File: config.mk
export PLATFORM = sky130hd
export DESIGN_NAME = pt_trap_check
export DESIGN_NICKNAME = d
export VERILOG_FILES = /design/src/rtl/pt_pkg.sv /design/src/rtl/pt_csr_lookup.sv /design/src/rtl/pt_trap_decide.sv /design/src/rtl/pt_fs_state.sv /design/src/rtl/pt_trap_check.sv
export SDC_FILE = /design/constraint.sdc
export NUM_CORES = 1
export LEC_CHECK = 0
export BUFFER_PORTS_ARGS = -buffer_cell sky130_fd_sc_hd__buf_4
export CORE_MARGIN = 2
export CORE_UTILIZATION = 31
export CTS_CLUSTER_SIZE = 8
export DETAILED_ROUTE_END_ITERATION = 8
export PLACE_DENSITY_LB_ADDON = 0.12
export SYNTH_ARGS = -nofsm -noshare
export SYNTH_HDL_FRONTEND = slang
export SYNTH_SLANG_ARGS = --single-unit
File: constraint.sdc
create_clock -name clk -period 1.7 [get_ports clk]
set_clock_uncertainty 0.15 [all_clocks]
set_input_delay 0.085 -clock clk [delete_from_list [all_inputs] [get_ports clk]]
set_output_delay 0.085 -clock clk [all_outputs]
set_load 0.05 [all_outputs]
File: src/rtl/pt_pkg.sv
package pt_pkg;
  localparam int unsigned CSR_AW  = 12;
  localparam int unsigned CAUSE_W = 4;

  typedef enum logic [1:0] {
    K_OTHER = 2'b00,
    K_CSR   = 2'b01,
    K_FPOP  = 2'b10,
    K_WFI   = 2'b11
  } kind_e;

  localparam logic [1:0] PRIV_M = 2'b11;
  localparam logic [1:0] FS_OFF = 2'b00;
  localparam logic [1:0] FS_INI = 2'b01;
  localparam logic [1:0] FS_DRT = 2'b11;
  localparam logic [CAUSE_W-1:0] CAUSE_ILL = 4'd2;
endpackage

File: src/rtl/pt_csr_lookup.sv
module pt_csr_lookup #(
  parameter int unsigned AW    = 12,
  parameter int unsigned N_CSR = 13,
  parameter logic [N_CSR-1:0][AW-1:0] CSR_LIST = '0
) (
  input  logic [AW-1:0] addr,
  output logic          exists,
  output logic          read_only,
  output logic [1:0]    min_priv,
  output logic          is_fp_csr
);
  logic [N_CSR-1:0] hit;

  for (genvar gi = 0; gi < N_CSR; gi++) begin : g_match
    assign hit[gi] = (addr == CSR_LIST[gi]);
  end

  assign exists    = |hit;
  assign read_only = (addr[AW-1 -: 2] == 2'b11);
  assign min_priv  = addr[AW-3 -: 2];
  assign is_fp_csr = (addr[AW-1:2] == '0) && (addr[1:0] != 2'b00);
endmodule

File: src/rtl/pt_trap_decide.sv
module pt_trap_decide
  import pt_pkg::*;
(
  input  logic               in_valid,
  input  logic [1:0]         in_kind,
  input  logic [1:0]         csr_fn,
  input  logic [4:0]         rs1_idx,
  input  logic [1:0]         cur_priv,
  input  logic               tw_bit,
  input  logic [1:0]         fs_cur,
  input  logic               exists,
  input  logic               read_only,
  input  logic [1:0]         min_priv,
  input  logic               is_fp_csr,
  output logic               csr_writes,
  output logic               trap,
  output logic [CAUSE_W-1:0] cause
);
  logic fp_off;
  logic csr_bad;

  always_comb begin
    fp_off     = (fs_cur == FS_OFF);
    csr_writes = (csr_fn == 2'b01) || (rs1_idx != 5'd0);
    csr_bad    = !exists
               || (cur_priv < min_priv)
               || (read_only && csr_writes)
               || (is_fp_csr && fp_off);
    trap = 1'b0;
    if (in_valid) begin
      unique case (kind_e'(in_kind))
        K_CSR:   trap = csr_bad;
        K_FPOP:  trap = fp_off;
        K_WFI:   trap = tw_bit && (cur_priv != PRIV_M);
        default: trap = 1'b0;
      endcase
    end
    cause = trap ? CAUSE_ILL : '0;
  end
endmodule

File: src/rtl/pt_fs_state.sv
module pt_fs_state
  import pt_pkg::*;
(
  input  logic       clk,
  input  logic       rst_n,
  input  logic       set_dirty,
  input  logic       load_en,
  input  logic [1:0] load_val,
  output logic [1:0] fs_q
);
  logic [1:0] fs_d;
  logic       fs_en;

  always_comb begin
    fs_en = set_dirty || load_en;
    fs_d  = set_dirty ? FS_DRT : load_val;
  end

  always_ff @(posedge clk or negedge rst_n) begin
    if (!rst_n)     fs_q <= FS_INI;
    else if (fs_en) fs_q <= fs_d;
  end
endmodule

File: src/rtl/pt_trap_check.sv
module pt_trap_check
  import pt_pkg::*;
#(
  parameter int unsigned N_CSR = 13,
  parameter logic [N_CSR-1:0][CSR_AW-1:0] CSR_LIST = {
    12'hF14, 12'hC02, 12'hC00, 12'h342, 12'h341, 12'h305, 12'h301,
    12'h300, 12'h180, 12'h100, 12'h003, 12'h002, 12'h001}
) (
  input  logic               clk,
  input  logic               rst_n,
  input  logic               in_valid,
  input  logic [1:0]         in_kind,
  input  logic [CSR_AW-1:0]  csr_addr,
  input  logic [1:0]         csr_fn,
  input  logic [4:0]         rs1_idx,
  input  logic [1:0]         cur_priv,
  input  logic               tw_bit,
  input  logic               fs_load,
  input  logic [1:0]         fs_load_val,
  input  logic               fpu_rf_write,
  output logic               trap,
  output logic [CAUSE_W-1:0] trap_cause,
  output logic [1:0]         fs,
  output logic               sd
);
  logic       exists, read_only, is_fp_csr, csr_writes;
  logic [1:0] min_priv;
  logic       fp_csr_wr, fp_rf_dirty, set_dirty;

  pt_csr_lookup #(.AW(CSR_AW), .N_CSR(N_CSR), .CSR_LIST(CSR_LIST)) u_lookup (
    .addr(csr_addr), .exists(exists), .read_only(read_only),
    .min_priv(min_priv), .is_fp_csr(is_fp_csr)
  );

  pt_trap_decide u_decide (
    .in_valid(in_valid), .in_kind(in_kind), .csr_fn(csr_fn),
    .rs1_idx(rs1_idx), .cur_priv(cur_priv), .tw_bit(tw_bit),
    .fs_cur(fs), .exists(exists), .read_only(read_only),
    .min_priv(min_priv), .is_fp_csr(is_fp_csr),
    .csr_writes(csr_writes), .trap(trap), .cause(trap_cause)
  );

  always_comb begin
    fp_csr_wr   = in_valid && (in_kind == K_CSR) && is_fp_csr
                  && csr_writes && !trap;
    fp_rf_dirty = fpu_rf_write && (fs != FS_OFF);
    set_dirty   = fp_csr_wr || fp_rf_dirty;
  end

  pt_fs_state u_fs (
    .clk(clk), .rst_n(rst_n), .set_dirty(set_dirty),
    .load_en(fs_load), .load_val(fs_load_val), .fs_q(fs)
  );

  assign sd = (fs == FS_DRT);
endmodule

==> impl_metrics.env, run 1 <==
export IMPL_status="finished, violations left"
export IMPL_violations="setup timing"
export IMPL_yosysMostFrequentCell="nand2_1"
export IMPL_cap_violations=0
export IMPL_io_buffers=35
export IMPL_place_hpwl_um=1048
export IMPL_p_sw_uw=141.8
export IMPL_grt_util_all_layers_pct=23.53
export IMPL_syn_area_per_cell_um2=7.194
export IMPL_p_per_area_mw_per_mm2=441.4
export IMPL_required_ns=1.46
export IMPL_combPwrFrac_pct=55.4
export IMPL_area_delta_synth_final_pct=117.7
export IMPL_rsz0062_at_grt="yes"
export IMPL_dieArea_mm2=0.001604
export IMPL_io_pins=39
export IMPL_p_seq_share_pct=14.3
export IMPL_nets=140
export IMPL_peakVddDrop_mv=0.3055
export IMPL_top_register="u_fs.fs_q"
export IMPL_setup_slack_ns=-0.2358
export IMPL_core_area_mm2=0.001156
export IMPL_synth_edf_count=0
export IMPL_p_int_uw=245.4
export IMPL_netlist_area_leader_share_pct=7.453
export IMPL_setup_viol=2
export IMPL_final_area_um2=877.1
export IMPL_routed_wl_um=1462
export IMPL_largest_reg_flops=2
export IMPL_netlist_area_um2=402.9
export IMPL_reg_top3="u_fs.fs_q (2)"
export IMPL_grt_pass1_vias=591
export IMPL_drc=0
export IMPL_drive_above_1_share_pct=54.21
export IMPL_critPathArrivalTime_ns=1.70
export IMPL_path_cells="buf_6 > or3_4 > or4_4 > a211o_1 > o311ai_4 > o211ai_4 > buf_6"
export IMPL_die_w_um=40.05
export IMPL_netSwitchingFraction_pct=36.61
export IMPL_dp_cells=111
export IMPL_synthTopCellsByArea="buf_4 (7.5%), dfstp_2 (6.5%), nand2_1 (6.5%), dfrtp_1 (6.2%), mux2i_1 (5.0%)"
export IMPL_hold_viol=0
export IMPL_power_leakage_nw=0.4226
export IMPL_rows=12
export IMPL_drt_pre_antenna_iters=4
export IMPL_grt_max_degree=7
export IMPL_slew_headroom_pct=67.22
export IMPL_period_needed_ns=1.936
export IMPL_placed_cell_area_um2=744.5
export IMPL_ys_ff_latch=2
export IMPL_fmax_mhz=516.6
export IMPL_synthTopCellsByCount="nand2_1 (7), buf_4 (4), nand3_1 (4), nor2_1 (4)"
export IMPL_power_share_clock_pct=30.4
export IMPL_gp_congestion=0.8319
export IMPL_routedWlPerCell_um=11.98
export IMPL_start_util_pct=34.85
export IMPL_netlist_instances=56
export IMPL_whs_ns=0.01337
export IMPL_startpoint_type="primary input"
export IMPL_crit_top_cell="buf_6"
export IMPL_synthArstFlopShare_pct=100.0
export IMPL_antenna_left=0
export IMPL_cts_root_buffer="clkbuf_4"
export IMPL_fin_tns_setup_ns=-0.4715
export IMPL_insertion_delay_ns=0.23
export IMPL_synth_largest_area_cell="buf_4"
export IMPL_criticalPathCategory="primary input to output port"
export IMPL_crit_slowest_cell="or4_4"
export IMPL_finalMaxSlewViolations=0
export IMPL_ys_flop_type="dfstp_2"
export IMPL_cts_sinks=2
export IMPL_hold_class="primary input to async pin"
export IMPL_die_h_um=40.05
export IMPL_viasPerCell=5.008
export IMPL_num_vias=611
export IMPL_reg2reg_slack_ns=0.23
export IMPL_antenna_found_initial=0
export IMPL_grt_ovfl_total=0
export IMPL_finalCritPeriodShare_pct=113.9
export IMPL_end_kind="output port"
export IMPL_ys_types=31
export IMPL_power_uw=387.1
export IMPL_crit_fanout=2
export IMPL_synth_warnings=0
export IMPL_slowest_delay_ns=0.48
export IMPL_h_tree_depth=1
export IMPL_worst_pin_slew_ns=0.4793
export IMPL_cts_tree="done"
export IMPL_cts_max_path_buffers=2
export IMPL_final_cells=122
export IMPL_grt_pass1_wl_um=2435
export IMPL_path_clk_slew_ns=0.04
export IMPL_cts_made_buffers=3
export IMPL_drt_iter0_drc=7
export IMPL_fill_cells=96
export IMPL_yosysSeqAreaShare_pct=12.73
## worst max-delay path: cells and delay by family
family	cells	cell delay, ns
simple gates	2	0.86
compound gates	3	0.48
buf+inv	2	0.26
## layout by cell type, fill, tap and decap left out, types with 2 or more instances in the layout
| master | count |
|---|---|
| nand2b_1 | 2 |
| inv_1 | 3 |
| nand3_1 | 4 |
| mux2i_1 | 2 |
| nand4b_1 | 2 |
| dlygate4sd3_1 | 5 |
| nor2_1 | 4 |
| nor3_1 | 3 |
| conb_1 | 3 |
| o21ai_0 | 2 |
| clkbuf_4 | 3 |
| nor4_2 | 2 |
| buf_6 | 4 |
| nand2_1 | 7 |
| buf_4 | 40 |
## what timing repair did
item | in CTS | in global routing
endpoints found under the hold margin | 4 | 0
gates resized for setup | 7 | 2
hold buffers | 5 | 0
setup endpoints to repair | 2 | 3
pin swaps | 0 | 1
setup buffers | 0 | 1
## area by class of cell
class	instances	area, um2	share of cell area (%)
clock buffer	4	26.28	2.996
tap	14	17.52	1.997
sequential	2	51.30	5.849
inverter	3	11.26	1.284
antenna	1	2.502	0.2853
multi-input combinational	49	372.9	42.51
timing repair buffer	49	395.4	45.08
## power by group through the flow
stage / combinational [mW] / clock (mW) / sequential (mW)
4_1_cts: 0.209 / 0.122 / 0.0551
5_1_grt: 0.231 / 0.126 / 0.0557
3_5_place_dp: 0.191 / 0 / 0.0557
2_1_floorplan: 0.0894 / 0 / 0.0671
6_report: 0.214 / 0.118 / 0.0552
3_3_place_gp: 0.189 / 0 / 0.0555
## metrics by stage
stage	utilization [%]	worst slack, ns
after CTS	73.92	-0.2257
after detailed placement	64.39	-0.2656
final	75.87	-0.2358
after global placement	64.39	-0.2390
after floorplan	-	-0.2294
after global routing	75.65	-0.2737
## final timing paths
check                           cells past startpoint      endpoint          from
min in group clk                                    3  u_fs.fs_q[0]       fs_load
worst max-delay path                                7          trap  csr_addr[11]
worst min register to register                      2  u_fs.fs_q[1]  u_fs.fs_q[1]
max in group asynchronous                           2  u_fs.fs_q[0]         rst_n
worst max register to register                      3  u_fs.fs_q[1]  u_fs.fs_q[1]
worst min-delay path                                2  u_fs.fs_q[1]         rst_n
## cells by family after synthesis
logic type               count (synthesis)  share of synthesized area, %
XOR/XNOR                                 1                         2.174
other                                    1                        0.9308
AO/OA/AOI/OAI                           11                         23.60
adder cells (fa/ha/maj)                  1                         3.105
buffers and inverters                    7                         10.25
AND/OR/NAND/NOR                         31                         42.24
flip-flops                               2                         12.73
multiplexers                             2                         4.969
## per-layer routing
metal | routed length, um | track usage, % | up-vias
met5 | 0 | 0 | -
met4 | 15 | 18.97 | 0
met3 | 130 | 3.889 | 2
met2 | 709 | 35.48 | 29
met1 | 606 | 29.10 | 268
li1 | - | - | 312
No activity file was read; power rests on OpenSTA's default activity.
==> run 2, diff against run 1 <==
- SETUP_SLACK_MARGIN: unset -> 0.3
==> run 2 against run 1 <==
  * Sequential power grew 5.8%
  * Flip-flop and latch count stayed put
  * Largest power group unchanged
  * The flow still finishes with violations (setup timing)
  * Design area grew 3.1%
==> impl_metrics.env, run 2 (synthesis results as in run 1) <==
export IMPL_setup_viol=2
export IMPL_final_common_cell="buf_4"
export IMPL_rsz0062_at_grt="yes"
export IMPL_required_ns=1.46
export IMPL_dieArea_mm2=0.001604
export IMPL_netSwitchingFraction_pct=37.90
export IMPL_routedWlPerCell_um=13.46
export IMPL_cts_sinks=2
export IMPL_num_vias=620
export IMPL_num_antenna_cells=0
export IMPL_path_buf_inv=2
export IMPL_path_depth=7
export IMPL_p_sw_uw=153.3
export IMPL_nets=138
export IMPL_violations="setup timing"
export IMPL_cpLargestDelayFamily="simple AND/OR/NAND/NOR gates"
export IMPL_status="finished, violations left"
export IMPL_top_register="u_fs.fs_q"
export IMPL_fmax_mhz=523.3
export IMPL_layout_common_cells="buf_4 (35), nand2_1 (7), buf_6 (6)"
export IMPL_insertion_delay_ns=0.24
export IMPL_rows=12
export IMPL_die_w_um=40.05
export IMPL_finalMaxSlewViolations=0
export IMPL_worst_pin_slew_ns=0.5215
export IMPL_p_per_area_mw_per_mm2=447.1
export IMPL_cts_max_path_buffers=2
export IMPL_io_buffers=35
export IMPL_cts_root_buffer="clkbuf_4"
export IMPL_power_leakage_nw=0.4248
export IMPL_fill_cells=71
export IMPL_gp_congestion=0.8824
export IMPL_viasPerCell=5.210
export IMPL_peakVddDrop_mv=0.2751
export IMPL_start_util_pct=34.85
export IMPL_finalCritPeriodShare_pct=112.4
export IMPL_area_delta_synth_final_pct=124.5
export IMPL_drt_pre_antenna_iters=4
export IMPL_drt_iter0_drc=13
export IMPL_power_uw=404.4
export IMPL_place_hpwl_um=1172
export IMPL_grt_max_degree=7
export IMPL_placed_cell_area_um2=747.0
export IMPL_power_share_clock_pct=30.4
export IMPL_hold_viol=0
export IMPL_slew_headroom_pct=64.34
export IMPL_h_tree_depth=1
export IMPL_grt_pass1_wl_um=2539
export IMPL_die_h_um=40.05
export IMPL_io_pins=39
export IMPL_met1_length_um=595
export IMPL_grt_util_all_layers_pct=24.48
export IMPL_startpoint_type="primary input"
export IMPL_hold_class="primary input to async pin"
export IMPL_cts_tree="done"
export IMPL_grt_ovfl_total=0
export IMPL_p_int_uw=251.2
export IMPL_antenna_found_initial=0
export IMPL_cts_made_buffers=3
export IMPL_dp_cells=110
export IMPL_largest_reg_flops=2
export IMPL_combPwrFrac_pct=55.2
export IMPL_grt_pass1_vias=610
export IMPL_crit_fanout=2
export IMPL_post_cts_setup_buffers=0
export IMPL_drc=0
export IMPL_critPathArrivalTime_ns=1.68
export IMPL_antenna_left=0
export IMPL_met3_length_um=119
export IMPL_wl_met2_um=873
export IMPL_slowest_delay_ns=0.43
export IMPL_crit_slowest_cell="or4_4"
export IMPL_routed_top_layer="met4"
export IMPL_period_needed_ns=1.911
export IMPL_drive_above_1_share_pct=54.29
export IMPL_cap_violations=0
export IMPL_routed_wl_um=1602
export IMPL_final_area_um2=904.6
export IMPL_p_seq_share_pct=14.4
export IMPL_end_kind="output port"
export IMPL_path_cells="buf_6 > or3_4 > or4_4 > a211o_1 > o311ai_4 > o211ai_4 > buf_6"
export IMPL_setup_slack_ns=-0.2109
export IMPL_criticalPathCategory="primary input to output port"
export IMPL_crit_top_cell="buf_6"
export IMPL_rr_worst_depth=5
export IMPL_final_cells=119
export IMPL_core_area_mm2=0.001156
export IMPL_reg_top3="u_fs.fs_q (2)"
export IMPL_path_clk_slew_ns=0.03
-- run 2: changes by cell type in the layout (fill, tap and decap cells not counted), sizes merged --
cell and change:
buf -2, diode -1
-- run 2: final timing paths --
path,from,to,slack [ns]
worst max-delay path,csr_addr[2],trap,-0.21
worst min-delay path,rst_n,u_fs.fs_q[1],0.03
worst max register to register,u_fs.fs_q[0],u_fs.fs_q[1],0.22
worst min register to register,u_fs.fs_q[1],u_fs.fs_q[1],0.59
max in group asynchronous,rst_n,u_fs.fs_q[0],1.20
min in group clk,in_kind[1],u_fs.fs_q[0],0.07
-- run 2: timing repair --
item / 4_1_cts / 5_1_grt
endpoints found under the setup margin: 5 / 6
resized for setup: 13 / 3
pin swaps: 7 / 6
hold endpoints to repair: 4 / 0
hold buffers: 5 / 0
-- run 2: through the flow --
| stage | TNS [ns] | utilization (%) | hold slack, ns | worst slack (ns) |
|---|---|---|---|---|
| after floorplan | -0.2414 | - | -0.3606 | -0.2294 |
| after global placement | -0.4680 | 64.61 | -0.2837 | -0.2340 |
| after detailed placement | -0.5596 | 64.61 | -0.2799 | -0.2806 |
| after CTS | -0.4888 | 76.19 | 0.02777 | -0.2450 |
| after global routing | -0.4850 | 78.25 | 0.03575 | -0.2427 |
| final | -0.4206 | 78.25 | 0.02865 | -0.2109 |
-- run 2: power by group through the flow --
| stage | clock network [mW] | registers (mW) | logic (mW) |
|---|---|---|---|
| 2_1_floorplan | 0 | 0.0686 | 0.0901 |
| 3_3_place_gp | 0 | 0.0570 | 0.187 |
| 3_5_place_dp | 0 | 0.0571 | 0.190 |
| 4_1_cts | 0.122 | 0.0582 | 0.217 |
| 5_1_grt | 0.133 | 0.0586 | 0.239 |
| 6_report | 0.123 | 0.0584 | 0.223 |
-- run 2: final cells by class --
type | count | area (um2) | area share, %
clock buffer | 4 | 26.28 | 2.905
inverter | 3 | 11.26 | 1.245
multi-input combinational | 49 | 399.1 | 44.12
sequential | 2 | 55.05 | 6.086
tap | 14 | 17.52 | 1.936
timing repair buffer | 47 | 395.4 | 43.71
-- run 2: per-layer routing --
layer,global-route usage (%),vias up
li1,-,308
met1,23.51,276
met2,50.81,34
met3,2.222,2
met4,10.34,0
met5,0,-
==> run 3, diff against run 2 <==
- ABC_AREA: unset -> 1
- CORE_UTILIZATION: 31 -> 36
- CTS_BUF_LIST: unset -> sky130_fd_sc_hd__clkbuf_8
==> run 3 against run 2 <==
  * The flow still finishes with violations (setup timing)
  * Hold slack lost 0.021 ns
  * Sequential power down 6.8%
  * Maximum frequency rose by 7.3%
  * Sequential share of layout area fell by 0.34 points
  * Wire length decreased by 8.3%
  * Total power rose by 9.6%
  * Flip-flop and latch count stayed put
  * Non-clock buffer count decreased by 4
  * Die area increased by 4.6%
  * Critical endpoint is now trap_cause[1]
  * Largest power group unchanged
  * Highest routed layer unchanged
==> impl_metrics.env, run 3 <==
export IMPL_status="finished, violations left"
export IMPL_violations="setup timing"
export IMPL_num_vias=698
export IMPL_crit_fanout=3
export IMPL_routed_wl_um=1469
export IMPL_required_ns=1.46
export IMPL_start_util_pct=38.27
export IMPL_cts_sinks=2
export IMPL_p_per_area_mw_per_mm2=496.8
export IMPL_routedWlPerCell_um=9.417
export IMPL_peakVddDrop_mv=0.7758
export IMPL_criticalPathCategory="register to output port"
export IMPL_power_leakage_nw=0.4794
export IMPL_place_hpwl_um=1125
export IMPL_finalCritPeriodShare_pct=104.7
export IMPL_synthArstFlopShare_pct=100.0
export IMPL_rows=13
export IMPL_cts_max_path_buffers=2
export IMPL_synth_fa_ha_area_share_pct=2.545
export IMPL_drc=0
export IMPL_gp_congestion=0.7691
export IMPL_setup_slack_ns=-0.08029
export IMPL_grt_util_all_layers_pct=19.15
export IMPL_synth_edf_count=0
export IMPL_cts_root_buffer="clkbuf_8"
export IMPL_nets=174
export IMPL_path_clk_slew_ns=0.03
export IMPL_reg_top3="u_fs.fs_q (2)"
export IMPL_dieArea_mm2=0.001677
export IMPL_io_pins=39
export IMPL_rsz0062_at_grt="yes"
export IMPL_multiInputGateArea_um2=365.4
export IMPL_synthMuxAreaShare_pct=4.071
export IMPL_r2r_start="u_fs.fs_q[0]"
export IMPL_netlist_area_um2=491.7
export IMPL_grt_max_degree=6
export IMPL_synth_top_family_by_area="simple AND/OR/NAND/NOR gates"
export IMPL_fmax_mhz=561.7
export IMPL_hold_viol=0
export IMPL_largest_reg_flops=2
export IMPL_syn_area_per_cell_um2=5.122
export IMPL_insertion_delay_ns=0.21
export IMPL_grt_ovfl_total=0
export IMPL_setup_viol=2
export IMPL_yosysMostFrequentCell="nand2_1"
export IMPL_core_area_mm2=0.001285
export IMPL_r2r_end="u_fs.fs_q[0]"
export IMPL_hold_class="primary input to register"
export IMPL_netlist_area_leader_share_pct=19.85
export IMPL_cts_made_buffers=3
export IMPL_critPathArrivalTime_ns=1.55
export IMPL_viasPerCell=4.474
export IMPL_ys_types=23
export IMPL_netlist_instances=96
export IMPL_die_w_um=40.96
export IMPL_register_area_um2=51.30
export IMPL_timing_critical_path_from="u_fs.fs_q[0]"
export IMPL_synthTopCellsByArea="nand2_1 (20%), nor2_1 (17%), inv_1 (9.2%), buf_4 (6.1%), dfstp_2 (5.3%)"
export IMPL_antenna_left=0
export IMPL_layout_common_cells="buf_4 (37), nand2_1 (25), nor2_1 (22)"
export IMPL_synth_largest_area_cell="nand2_1"
export IMPL_synth_warnings=0
export IMPL_synthTopCellsByCount="nand2_1 (26), nor2_1 (22), inv_1 (12)"
export IMPL_cts_tree="done"
export IMPL_rr_worst_depth=10
export IMPL_synth_compound_area_share_pct=6.361
export IMPL_ys_flop_type="dfstp_2"
export IMPL_fill_cells=115
export IMPL_drt_iter0_drc=14
export IMPL_num_antenna_cells=0
export IMPL_reg2reg_slack_ns=0.25
export IMPL_startpoint_type="register"
export IMPL_whs_ns=0.008151
export IMPL_end_kind="output port"
export IMPL_ys_ff_latch=2
export IMPL_cap_violations=0
export IMPL_final_common_cell="buf_4"
export IMPL_period_needed_ns=1.780
export IMPL_grt_pass1_wl_um=2194
export IMPL_h_tree_depth=1
export IMPL_die_h_um=40.96
export IMPL_finalMaxSlewViolations=0
export IMPL_grt_pass1_vias=585
export IMPL_drive_above_1_share_pct=39.01
export IMPL_synth_xor_area_share_pct=0
export IMPL_top_register="u_fs.fs_q"
export IMPL_drt_pre_antenna_iters=4
export IMPL_pre_cts_slack_ns=0.1158
export IMPL_area_delta_synth_final_pct=81.42
export IMPL_io_buffers=35
export IMPL_antenna_found_initial=0
export IMPL_yosys_area_share_simple_pct=57.51
export IMPL_yosysSeqAreaShare_pct=10.43
export IMPL_endpoint="trap_cause[1]"
-- run 3: changes by cell type after synthesis, sizes merged, moves of 2 or more --
| cell | delta |
|---|---|
| a41o | -2 |
| clkinv | +2 |
| inv | +11 |
| nand2 | +22 |
| nand2b | -2 |
| nand4 | +2 |
| nand4b | -2 |
| nor2 | +21 |
| nor4 | -2 |
| or4 | -2 |
-- run 3: power by group --
group / internal, mW / total, mW / switching (mW) / leakage (nW)
Clock: 0.153 / 0.191 / 0.0379 / 0.0269
Sequential: 0.0522 / 0.0544 / 0.00224 / 0.0204
Combinational: 0.0907 / 0.198 / 0.107 / 0.432
Total: 0.296 / 0.443 / 0.148 / 0.479
-- run 3: how the worst min path moves through the flow --
stage	from	cells past startpoint	to
detailed placement	rst_n	1	u_fs.fs_q[1]
CTS	fs_load	3	u_fs.fs_q[1]
global route	fs_load	3	u_fs.fs_q[1]
global placement	rst_n	1	u_fs.fs_q[1]
finish	fs_load	3	u_fs.fs_q[1]
floorplan	rst_n	0	u_fs.fs_q[1]
-- run 3: cell families (layout without fill, tap and decap cells) --
logic type                 after synthesis  in the layout
and+or+nand+nor                         65             65
buffers and inverters                   20             63
AOI/OAI and AO/OA                        5              5
muxes                                    2              2
DFF                                      2              2
adders and majority gates                1              1
other                                    1              3
-- run 3: metrics by stage --
stage                     util, %  std cells  total power, mW  setup TNS (ns)  area (um2)
after detailed placement    58.91        144           0.2349               0       757.0
after floorplan                 -         98           0.1574         -0.2358       513.0
after CTS                   69.04        156           0.4467         -0.1345       887.1
after global routing        69.43        156           0.4683         -0.4484       892.1
after global placement      58.91        144           0.2328               0       757.0
final                       69.43        156           0.4432         -0.1604       892.1
-- run 3: worst max-delay path, stage by stage (launching register included) --
cell        delay (ns)
dfstp_2           0.51
nor2_1            0.04
inv_1             0.09
nor2_1            0.05
nor2_1            0.09
nand2_1           0.07
nand2_1           0.06
nand2_1           0.05
nand2_2           0.09
clkinvlp_4        0.12
buf_8             0.16
-- run 3: area by class of cell --
| class | instances | share of cell area, % |
|---|---|---|
| clock buffer | 3 | 4.628 |
| clock inverter | 1 | 0.4208 |
| inverter | 16 | 7.153 |
| multi-input combinational | 76 | 40.95 |
| sequential | 2 | 5.750 |
| tap | 15 | 2.104 |
| timing repair buffer | 43 | 38.99 |
-- run 3: layer usage --
| metal | vias to the layer above | global-route usage, % | wire length [um] |
|---|---|---|---|
| met5 | - | 0 | 0 |
| met4 | 0 | 5.000 | 14 |
| met3 | 2 | 0.5435 | 57 |
| met2 | 19 | 36.72 | 810 |
| met1 | 301 | 22.65 | 587 |
| li1 | 376 | - | - |
-- run 3: timing repair --
item	4_1_cts	5_1_grt
resized for setup	4	1
buffers inserted	4	0
setup endpoints to repair	4	4
pin swaps	1	0
endpoints found under the hold margin	4	0
hold buffers	4	0
